--- src/rtl/arb_pkg.sv ---
package arb_pkg;

  // Hand-over phase of the arbiter
  typedef enum logic {
    ST_HOLD    = 1'b0,   // a grant is asserted (or parked)
    ST_HANDOFF = 1'b1    // grant removed, winner waits for an idle bus
  } arbState_t;

  // Strobes from control to datapath
  typedef struct packed {
    logic dropGnt;   // clear the grant vector and store the winner
    logic raiseGnt;  // assert the grant of the stored winner
  } arbStrb_t;

endpackage

--- src/rtl/arb_rr_pick.sv ---
module arb_rr_pick #(
  parameter int NUM_MASTERS = 4,
  localparam int IDX_W = (NUM_MASTERS > 1) ? $clog2(NUM_MASTERS) : 1
) (
  input  logic [NUM_MASTERS-1:0] req,
  input  logic [IDX_W-1:0]       lastIdx,
  output logic                   pickValid,
  output logic [IDX_W-1:0]       pickIdx
);

  // Rotated request vector: position k holds master (lastIdx + 1 + k) mod N,
  // so the holder itself lands in the last position and is examined last.
  logic [NUM_MASTERS-1:0] rotReq;
  logic [IDX_W-1:0]       rotIdx [NUM_MASTERS];

  for (genvar k = 0; k < NUM_MASTERS; k++) begin : g_rot
    always_comb begin
      int sum;
      sum = int'(lastIdx) + 1 + k;
      if (sum >= NUM_MASTERS) sum = sum - NUM_MASTERS;
      rotIdx[k] = IDX_W'(sum);
      rotReq[k] = req[rotIdx[k]];
    end
  end

  // First set bit of the rotated vector wins
  always_comb begin
    pickValid = 1'b0;
    pickIdx   = lastIdx;
    for (int k = 0; k < NUM_MASTERS; k++) begin
      if (!pickValid && rotReq[k]) begin
        pickValid = 1'b1;
        pickIdx   = rotIdx[k];
      end
    end
  end

endmodule

--- src/rtl/arb_datapath.sv ---
module arb_datapath
  import arb_pkg::*;
#(
  parameter int NUM_MASTERS = 4,
  localparam int IDX_W = (NUM_MASTERS > 1) ? $clog2(NUM_MASTERS) : 1
) (
  input  logic                   clk,
  input  logic                   rstN,
  input  logic [NUM_MASTERS-1:0] req,
  input  arbStrb_t               strb,
  output logic                   otherWins,
  output logic [NUM_MASTERS-1:0] gnt
);

  logic [IDX_W-1:0]       ownerIdx;
  logic                   pickValid;
  logic [IDX_W-1:0]       pickIdx;
  logic [NUM_MASTERS-1:0] gntQ;

  arb_rr_pick #(.NUM_MASTERS(NUM_MASTERS)) u_pick (
    .req       (req),
    .lastIdx   (ownerIdx),
    .pickValid (pickValid),
    .pickIdx   (pickIdx)
  );

  // A winner other than the holder means a hand-over is needed
  assign otherWins = pickValid && (pickIdx != ownerIdx);

  // ownerIdx names the most recent winner; it moves when the old grant drops
  always_ff @(posedge clk or negedge rstN) begin
    if (!rstN) begin
      ownerIdx <= '0;
      gntQ     <= NUM_MASTERS'(1);
    end else if (strb.dropGnt) begin
      ownerIdx <= pickIdx;
      gntQ     <= '0;
    end else if (strb.raiseGnt) begin
      gntQ     <= NUM_MASTERS'(1) << ownerIdx;
    end
  end

  assign gnt = gntQ;

  // Winner stored at the drop is the one later raised
  assert_winner_kept_R8: assert property (@(posedge clk) disable iff (!rstN)
    strb.dropGnt |=> (ownerIdx == $past(pickIdx)))
    else $error("stored winner lost");

endmodule

--- src/rtl/arb_control.sv ---
module arb_control
  import arb_pkg::*;
(
  input  logic     clk,
  input  logic     rstN,
  input  logic     otherWins,
  input  logic     busFrame,
  input  logic     busIrdy,
  output arbStrb_t strb
);

  arbState_t state, stateNxt;
  logic      busIdle;

  assign busIdle = !busFrame && !busIrdy;

  always_comb begin
    stateNxt      = state;
    strb.dropGnt  = 1'b0;
    strb.raiseGnt = 1'b0;
    unique case (state)
      ST_HOLD: begin
        if (otherWins) begin
          strb.dropGnt = 1'b1;
          stateNxt     = ST_HANDOFF;
        end
      end
      ST_HANDOFF: begin
        if (busIdle) begin
          strb.raiseGnt = 1'b1;
          stateNxt      = ST_HOLD;
        end
      end
      default: stateNxt = ST_HOLD;
    endcase
  end

  always_ff @(posedge clk or negedge rstN) begin
    if (!rstN) state <= ST_HOLD;
    else       state <= stateNxt;
  end

  // Raising only ever follows a removal, never two raises in a row
  assert_raise_after_drop_R3: assert property (@(posedge clk) disable iff (!rstN)
    strb.raiseGnt |=> !strb.raiseGnt)
    else $error("back-to-back raise");

  // A busy bus holds the hand-over state
  assert_wait_busy_R7: assert property (@(posedge clk) disable iff (!rstN)
    (state == ST_HANDOFF && !busIdle) |=> (state == ST_HANDOFF))
    else $error("hand-over left while bus busy");

endmodule

--- src/rtl/bus_park_arbiter.sv ---
module bus_park_arbiter
  import arb_pkg::*;
#(
  parameter int NUM_MASTERS = 4
) (
  input  logic                   clk,
  input  logic                   rstN,
  input  logic [NUM_MASTERS-1:0] req,
  input  logic                   busFrame,
  input  logic                   busIrdy,
  output logic [NUM_MASTERS-1:0] gnt
);

  arbStrb_t strb;
  logic     otherWins;

  arb_control u_ctl (
    .clk       (clk),
    .rstN      (rstN),
    .otherWins (otherWins),
    .busFrame  (busFrame),
    .busIrdy   (busIrdy),
    .strb      (strb)
  );

  arb_datapath #(.NUM_MASTERS(NUM_MASTERS)) u_dp (
    .clk       (clk),
    .rstN      (rstN),
    .req       (req),
    .strb      (strb),
    .otherWins (otherWins),
    .gnt       (gnt)
  );

  assert_single_gnt_R2: assert property (@(posedge clk) disable iff (!rstN)
    $onehot0(gnt))
    else $error("two grants asserted");

  assert_one_change_R3: assert property (@(posedge clk) disable iff (!rstN)
    $countones(gnt ^ $past(gnt)) <= 1)
    else $error("more than one grant changed");

  assert_park_R4: assert property (@(posedge clk) disable iff (!rstN)
    ((gnt != '0) && ((req & ~gnt) == '0)) |=> $stable(gnt))
    else $error("parked grant moved");

  assert_preempt_R5: assert property (@(posedge clk) disable iff (!rstN)
    ((gnt != '0) && ((req & ~gnt) != '0)) |=> (gnt == '0))
    else $error("holder kept grant against another request");

  assert_rise_idle_R7: assert property (@(posedge clk) disable iff (!rstN)
    ((gnt & ~$past(gnt)) != '0) |-> ($past(busFrame) == 1'b0 && $past(busIrdy) == 1'b0))
    else $error("grant raised on busy bus");

endmodule

--- config.mk ---
export PLATFORM = sky130hd
export DESIGN_NAME = bus_park_arbiter
export DESIGN_NICKNAME = d
export VERILOG_FILES = /design/src/rtl/arb_pkg.sv /design/src/rtl/arb_rr_pick.sv /design/src/rtl/arb_datapath.sv /design/src/rtl/arb_control.sv /design/src/rtl/bus_park_arbiter.sv
export SDC_FILE = /design/constraint.sdc
export NUM_CORES = 1
export LEC_CHECK = 0
export BUFFER_PORTS_ARGS = -buffer_cell sky130_fd_sc_hd__buf_2
export CELL_PAD_IN_SITES_DETAIL_PLACEMENT = 0
export CELL_PAD_IN_SITES_GLOBAL_PLACEMENT = 2
export CORE_UTILIZATION = 33
export CTS_CLUSTER_DIAMETER = 200
export CTS_CLUSTER_SIZE = 24
export DETAILED_ROUTE_END_ITERATION = 8
export GPL_ROUTABILITY_DRIVEN = 1
export PLACE_DENSITY_LB_ADDON = 0.1
export SETUP_SLACK_MARGIN = 0.02
export SYNTH_ARGS = -nofsm -noshare
export SYNTH_HDL_FRONTEND = slang
export SYNTH_SLANG_ARGS = --single-unit
export TNS_END_PERCENT = 5
--- constraint.sdc ---
create_clock -name clk -period 3.7 [get_ports clk]
set_clock_uncertainty 0.05 [all_clocks]
set_input_delay 0.555 -clock clk [delete_from_list [all_inputs] [get_ports clk]]
set_output_delay 0.555 -clock clk [all_outputs]
set_load 0.1 [all_outputs]
==> results of run 1 <==
[routing by layer]
metal / part of all wire [%] / global-route usage, % / vias to the layer above
li1: - / - / 340
met1: 52 / 23.0 / 314
met2: 43 / 22.2 / 10
met3: 3.5 / 6.54 / 5
met4: 1.9 / 7.35 / 0
met5: 0 / 0 / -
[final cells by class]
class                   instances  area share (%)
clock buffers                   4            3.18
well taps                      27            4.08
inverters                       2           0.908
repair buffers                 12            7.56
multi-input cells              66            62.9
flip-flops and latches          7            21.3
[worst min-delay path by stage]
| stage | start | endpoint | cells past startpoint |
|---|---|---|---|
| 5_1_grt | rstN | u_ctl.state | 1 |
| 3_3_place_gp | rstN | u_ctl.state | 1 |
| 6_report | rstN | u_ctl.state | 1 |
| 2_1_floorplan | rstN | u_ctl.state | 0 |
| 4_1_cts | rstN | u_ctl.state | 1 |
| 3_5_place_dp | rstN | u_ctl.state | 1 |
[per-stage QoR]
stage / cells / utilization, % / worst slack [ps] / hold slack, ps
6_report: 118 / 40.9 / 705 / 72.9
5_1_grt: 118 / 40.9 / 388 / 68.4
4_1_cts: 118 / 40.9 / 698 / 69.3
3_5_place_dp: 114 / 39.6 / 699 / 346
3_3_place_gp: 114 / 39.6 / 726 / 347
2_1_floorplan: 80 / - / 1130 / 209
[worst max-delay path, cell delays in order, from the launching register on]
cell,delay (ps)
dfrtp_1,670
inv_1,190
ha_1,490
and4b_1,260
o21ai_0,350
or4_1,190
o211ai_2,130
or4b_1,530
[synthesized netlist by cell type (2+ instances only)]
cell      instances  area share (%)
mux2i_1           5             6.8
nor3b_1           2             2.1
nand3b_1          2             2.1
a211o_1           2             2.4
nor2_1            2             1.0
o21ai_0           5             3.4
nand2_1           6             3.1
inv_1             2             1.0
nor3_1            2             1.4
nor4_1            6             5.1
a21oi_1           2             1.4
ha_1              4             6.8
a211oi_1          2             2.1
or4b_1            2             2.7
buf_2             3             2.1
dfrtp_1           6              21
[power groups by stage]
| stage | clock network [mW] | registers [mW] | logic, mW |
|---|---|---|---|
| floorplan | 0 | 0.269 | 0.309 |
| global placement | 0 | 0.168 | 0.507 |
| detailed placement | 0 | 0.169 | 0.503 |
| CTS | 0.0717 | 0.167 | 0.505 |
| global route | 0.0796 | 0.177 | 0.547 |
| finish | 0.0681 | 0.168 | 0.502 |
[state kept, by name, summed over array words and instances, names as in the netlist]
name / count
u_ctl.state: 1
u_dp.gnt: 4
u_dp.ownerIdx: 2
[cell families (layout without fill, tap and decap cells)]
family | after synthesis | in the layout
multiplexers | 6 | 6
flip-flops | 7 | 7
adder cells (fa/ha/maj) | 4 | 4
XOR/XNOR | 1 | 1
AO/OA/AOI/OAI | 21 | 21
buffers and inverters | 7 | 18
AND/OR/NAND/NOR | 34 | 34
==> metrics.md, run 1 <==
| Metric | Value |
|---|---|
| CTS sink count | 7 |
| Sequential Power Share | 22.7% |
| Non-Filler Cell Area, Final | 827 um2 |
| Final Cycle Share | 80.9% |
| Adder-cell share of the synthesized area | 6.85% |
| Top-level port count | 12 |
| Arrival time at the worst endpoint | 3070 ps |
| Sequential share of the synthesized area | 24.1% |
| EDFF count, synth | 0 |
| Final setup fails | 0 |
| First-pass GRT wire length | 2940 um |
| Row count | 16 |
| Worst slew pin tran | 744 ps |
| Clk slew on worst S/H paths | 50 ps |
| 1st-pass router iterations | 4 |
| Multi-input combinational cell area | 520 um2 |
| Power share of the combinational group | 68.0% |
| Area after DPL | 801 um2 |
| Initial Utilization | 36.1% |
| Gate Count Post-Synth | 80 |
| Final min period | 2990 ps |
| Mux contribution to synthesized area | 9.93% |
| Gp weighted congestion | 0.719 |
| R2R depth | 7 |
| Mapped Nets | 92 |
| Ys async rst share | 100% |
| Primary FF master, synth | dfrtp_1 |
| LEAKAGE | 0.337 nW |
| Vias | 669 |
| Net Switching | 0.407 mW |
| Yosys reg bits | 7 |
| Routed Antenna Nets | 0 |
| R2R Setup Slk | 710 ps |
| Startpoint type of the worst setup path | register |
| IO buf count | 11 |
| Largest family of logic cells by synthesized area | simple AND/OR/NAND/NOR gates |
| Chip Height | 49.1 um |
| Antenna violations before repair | 0 |
| H-tree depth | 1 |
| RSZ-0062 raised after global routing | no |
| Setup crit end | u_ctl.state |
| Most frequent cells in the layout | 11 x buf_2, 6 x nor4_1, 6 x nand2_1, 6 x dfrtp_1 |
| Internal power component | 0.331 mW |
| Ant. Diodes | 0 |
| Switch share | 55.1% |
| Synth Cell Area | 731 um2 |
| FF/Latch Area | 176 um2 |
| Final Max Tran Viols | 0 |
| Synth Area in Simple Gates | 30.5% |
| Slew Limit Headroom | 50.3% |
| Dpl hpwl | 1240 um |
| Cts repair resizes | 0 |
| RR Endpoint | u_ctl.state |
| Largest net degree at the start of global routing | 19 |
| Total Routing Usage GR | 16.6% |
| Fmax | 334 MHz |
| Die area | 2410 um2 |
| Worst Hold Class | input port to async pin |
| Post-Synth XOR/XNOR Area | 1.20% |
| Final hold violations | 0 |
| Drt via density | 5.67 |
| Start point of the critical path | u_dp.ownerIdx[0] |
| Remaining DRCs | 0 |
| Synth warn | 0 |
| Clock buffer depth | 2 |
| DIE WIDTH | 49.1 um |
| Wirelength per Cell | 14.2 um |
| Number of global-route vias before repair | 613 |
| Inserted Clock Buffers | 3 |
| Power Dens Cells | 892 nW/um2 |
| Launch point of the worst reg-to-reg path | u_dp.ownerIdx[0] |
| Avg Synthesized Cell Area | 9.13 um2 |
| Max FO, Critical Path | 18 |
| Clock power frac | 9.2% |
| Setup TNS Final | 0 ps |
| CTS Hold Bufs | 0 |
| Crit end category | register |
| Compound-cell area share of the yosys netlist | 22.8% |
| Kind of critical path | register to register |
| Yosys cell types | 43 |
| Filler cells | 204 |
| Initial DRC count | 14 |
| Final wirelength | 1670 um |
| Max-Cap Viols | 0 |
| Worst EP required | 3780 ps |
| Setup Buffers After CTS | 0 |
| CTS tree | yes |
| Clk Latency, worst-skew pair | 250 ps |
| CTS Root Cell | clkbuf_4 |
| Proportion of layout cells with a drive suffix above 1 | 26.4% |
| Status | finished, final reports clean |
| Final global-route overflow total | 0 |
| Area grow syn2layout | 13.2% |
| Layout net count | 104 |
| Most common cell after layout, fill and taps aside | buf_2 |
| Tot Pwr | 0.738 mW |
| Core area | 2020 um2 |
| VDD IR-drop max | 0.646 mV |
Power figures use the tool's default switching activity.
==> run 2: changes to the inputs <==
==> constraint.sdc (replaced) <==
create_clock -name clk -period 3.05 [get_ports clk]
set_clock_uncertainty 0.05 [all_clocks]
set_input_delay 0.4575 -clock clk [delete_from_list [all_inputs] [get_ports clk]]
set_output_delay 0.4575 -clock clk [all_outputs]
set_load 0.1 [all_outputs]
==> run 2 against run 1 <==
Utilization rose by 0.87 points. Fmax rose by 8.3%. Critical path depth did not move. Clock-buffer cell count did not move. Non-clock buffer count rose by 2. Critical path type unchanged. Sequential share of layout area fell by 0.44 points. Via count rose by 2.2%. First-iteration DRC count fell by 50%. Clock power rose by 27%. Worst setup slack got worse by 420 ps. Register-to-register slack got worse by 420 ps.
==> metrics.md, run 2 (synthesis results as in run 1) <==
| Metric | Value |
|---|---|
| Final global-route overflow total | 0 (unchanged) |
| Initial Utilization | 36.1% (unchanged) |
| Worst slew pin tran | 763 ps (+19.1 ps) |
| Kind of critical path | register to register |
| Multi-input combinational cell area | 520 um2 (unchanged) |
| Layout net count | 106 (+1.9%) |
| Antenna violations before repair | 0 (unchanged) |
| Status | finished, final reports clean |
| Chip Height | 49.1 um (unchanged) |
| First-pass GRT wire length | 2990 um (+1.6%) |
| CTS Root Cell | clkbuf_4 |
| Setup slack at placement | 305 ps (-394 ps) |
| Switch share | 54.5% (-0.56 points) |
| Worst Hold Class | input port to register |
| Worst EP required | 3120 ps (-660 ps) |
| Inserted Clock Buffers | 3 (unchanged) |
| Final Cycle Share | 90.7% (+9.7 points) |
| Launch point of the worst reg-to-reg path | u_dp.ownerIdx[1] |
| LEAKAGE | 0.346 nW (+2.7%) |
| Final Max Tran Viols | 0 (unchanged) |
| Setup Buffers After CTS | 0 (unchanged) |
| Die area | 2410 um2 (unchanged) |
| Initial DRC count | 7 (-7) |
| Max FO, Critical Path | 13 (-5) |
| Ant. Diodes | 0 (unchanged) |
| Wirelength per Cell | 13.9 um (-2.1%) |
| Power share of the combinational group | 71.7% (+3.7 points) |
| Remaining DRCs | 0 (unchanged) |
| Clock buffer depth | 2 (unchanged) |
| Startpoint type of the worst setup path | register |
| Cts repair resizes | 0 (unchanged) |
| Max-Cap Viols | 0 (unchanged) |
| Clock power frac | 9.5% (+0.3 points) |
| Routed Antenna Nets | 0 (unchanged) |
| CTS Hold Bufs | 1 (+1) |
| Drt via density | 5.70 (+0.54%) |
| Most frequent cells in the layout | 11 x buf_2, 6 x nor4_1, 6 x nand2_1, 6 x dfrtp_1 |
| Number of global-route vias before repair | 660 (+7.7%) |
| Most common cell after layout, fill and taps aside | buf_2 |
| CTS sink count | 7 (unchanged) |
| Final cell utilization of the core | 41.8% (+0.87 points) |
| Final setup fails | 0 (unchanged) |
| Core area | 2020 um2 (unchanged) |
| Placed cells | 115 (+0.88%) |
| Internal power component | 0.412 mW (+24%) |
| DIE WIDTH | 49.1 um (unchanged) |
| Largest net degree at the start of global routing | 18 (-1) |
| Power Dens Cells | 1070 nW/um2 (+20%) |
| H-tree depth | 1 (unchanged) |
| Clk slew on worst S/H paths | 50 ps (about the same) |
| Hold_sp | busIrdy |
| Dpl hpwl | 1260 um (+0.96%) |
| CTS tree | yes |
| Clk Latency, worst-skew pair | 250 ps (about the same) |
| Max FFs per register | 4 (unchanged) |
| Top-level port count | 12 (unchanged) |
| Total Routing Usage GR | 16.1% (-0.48 points) |
| Gp weighted congestion | 0.814 (+13%) |
| Final wirelength | 1670 um (-0.48%) |
| Area grow syn2layout | 15.6% |
| Net Switching | 0.494 mW (+22%) |
| Non-filler cells, final | 120 (+1.7%) |
| Vias | 684 (+2.2%) |
| Crit end category | register |
| 1st-pass router iterations | 4 (unchanged) |
| Setup TNS Final | 0 ps (unchanged) |
| Sequential Power Share | 18.8% (-3.9 points) |
| Filler cells | 209 (+2.5%) |
| IO buf count | 11 (unchanged) |
| Proportion of layout cells with a drive suffix above 1 | 26.9% (+0.51 points) |
| Final min period | 2770 ps (-230 ps) |
| Start point of the critical path | u_dp.ownerIdx[1] |
| Fmax | 362 MHz (+8.3%) |
| VDD IR-drop max | 0.612 mV (-5.3%) |
| Slew Limit Headroom | 49.0% (-1.3 points) |
| Arrival time at the worst endpoint | 2840 ps (-230 ps) |
| RSZ-0062 raised after global routing | no |
| FF/Latch Area | 176 um2 (unchanged) |
| Final hold violations | 0 (unchanged) |
| Final WS setup | 285 ps (-420 ps) |
| Row count | 16 (unchanged) |
[run 2: changes by cell type in the layout (fill, tap and decap cells not counted), sizes merged]
cell,before,now
buf,12,13
dlygate4sd3,0,1
[run 2: power by group through the flow]
stage               clock network, mW  logic (mW)  registers [mW]
floorplan                           0       0.375           0.327
global placement                    0       0.659           0.173
detailed placement                  0       0.654           0.173
CTS                            0.0897       0.656           0.172
global route                   0.0957       0.707           0.178
finish                         0.0864       0.650           0.170
[run 2: worst max-delay path, cell delays in order (launching register included)]
cell and delay, ps:
dfrtp_1 450, inv_1 130, ha_1 460, and4b_1 270, o21ai_0 410, or4_1 200
o211ai_2 130, or4b_1 540
[run 2: worst paths after layout]
kind / slack, ps / endpoint / depth (start not counted)
max: 280 / u_ctl.state / 7
min reg2reg: 520 / u_dp.gnt[0] / 2
min in group asynchronous: 510 / u_dp.ownerIdx[0] / 2
max reg2reg: 280 / u_ctl.state / 7
min: 500 / u_ctl.state / 3
max in group asynchronous: 2210 / u_dp.gnt[0] / 2
[run 2: per-stage QoR]
stage / hold slack [ps] / cell area, um2 / power [mW]
6_report: 499 / 845 / 0.906
3_5_place_dp: 248 / 808 / 0.827
3_3_place_gp: 252 / 808 / 0.832
4_1_cts: 502 / 845 / 0.918
2_1_floorplan: 112 / 731 / 0.702
5_1_grt: 513 / 845 / 0.981
[run 2: cell type report]
class                           count  area share, %
Clock buffer                        4           3.11
Tap cell                           27           4.00
Timing Repair Buffer               14           9.48
Inverter                            2          0.889
Sequential cell                     7           20.9
Multi-Input combinational cell     66           61.6
[run 2: per-layer routing]
layer	wire length, um	global-route usage, %	up-vias
met4	0	2.94	0
li1	-	-	343
met5	0	0	-
met1	866	22.5	334
met2	760	24.5	7
met3	37	4.67	0
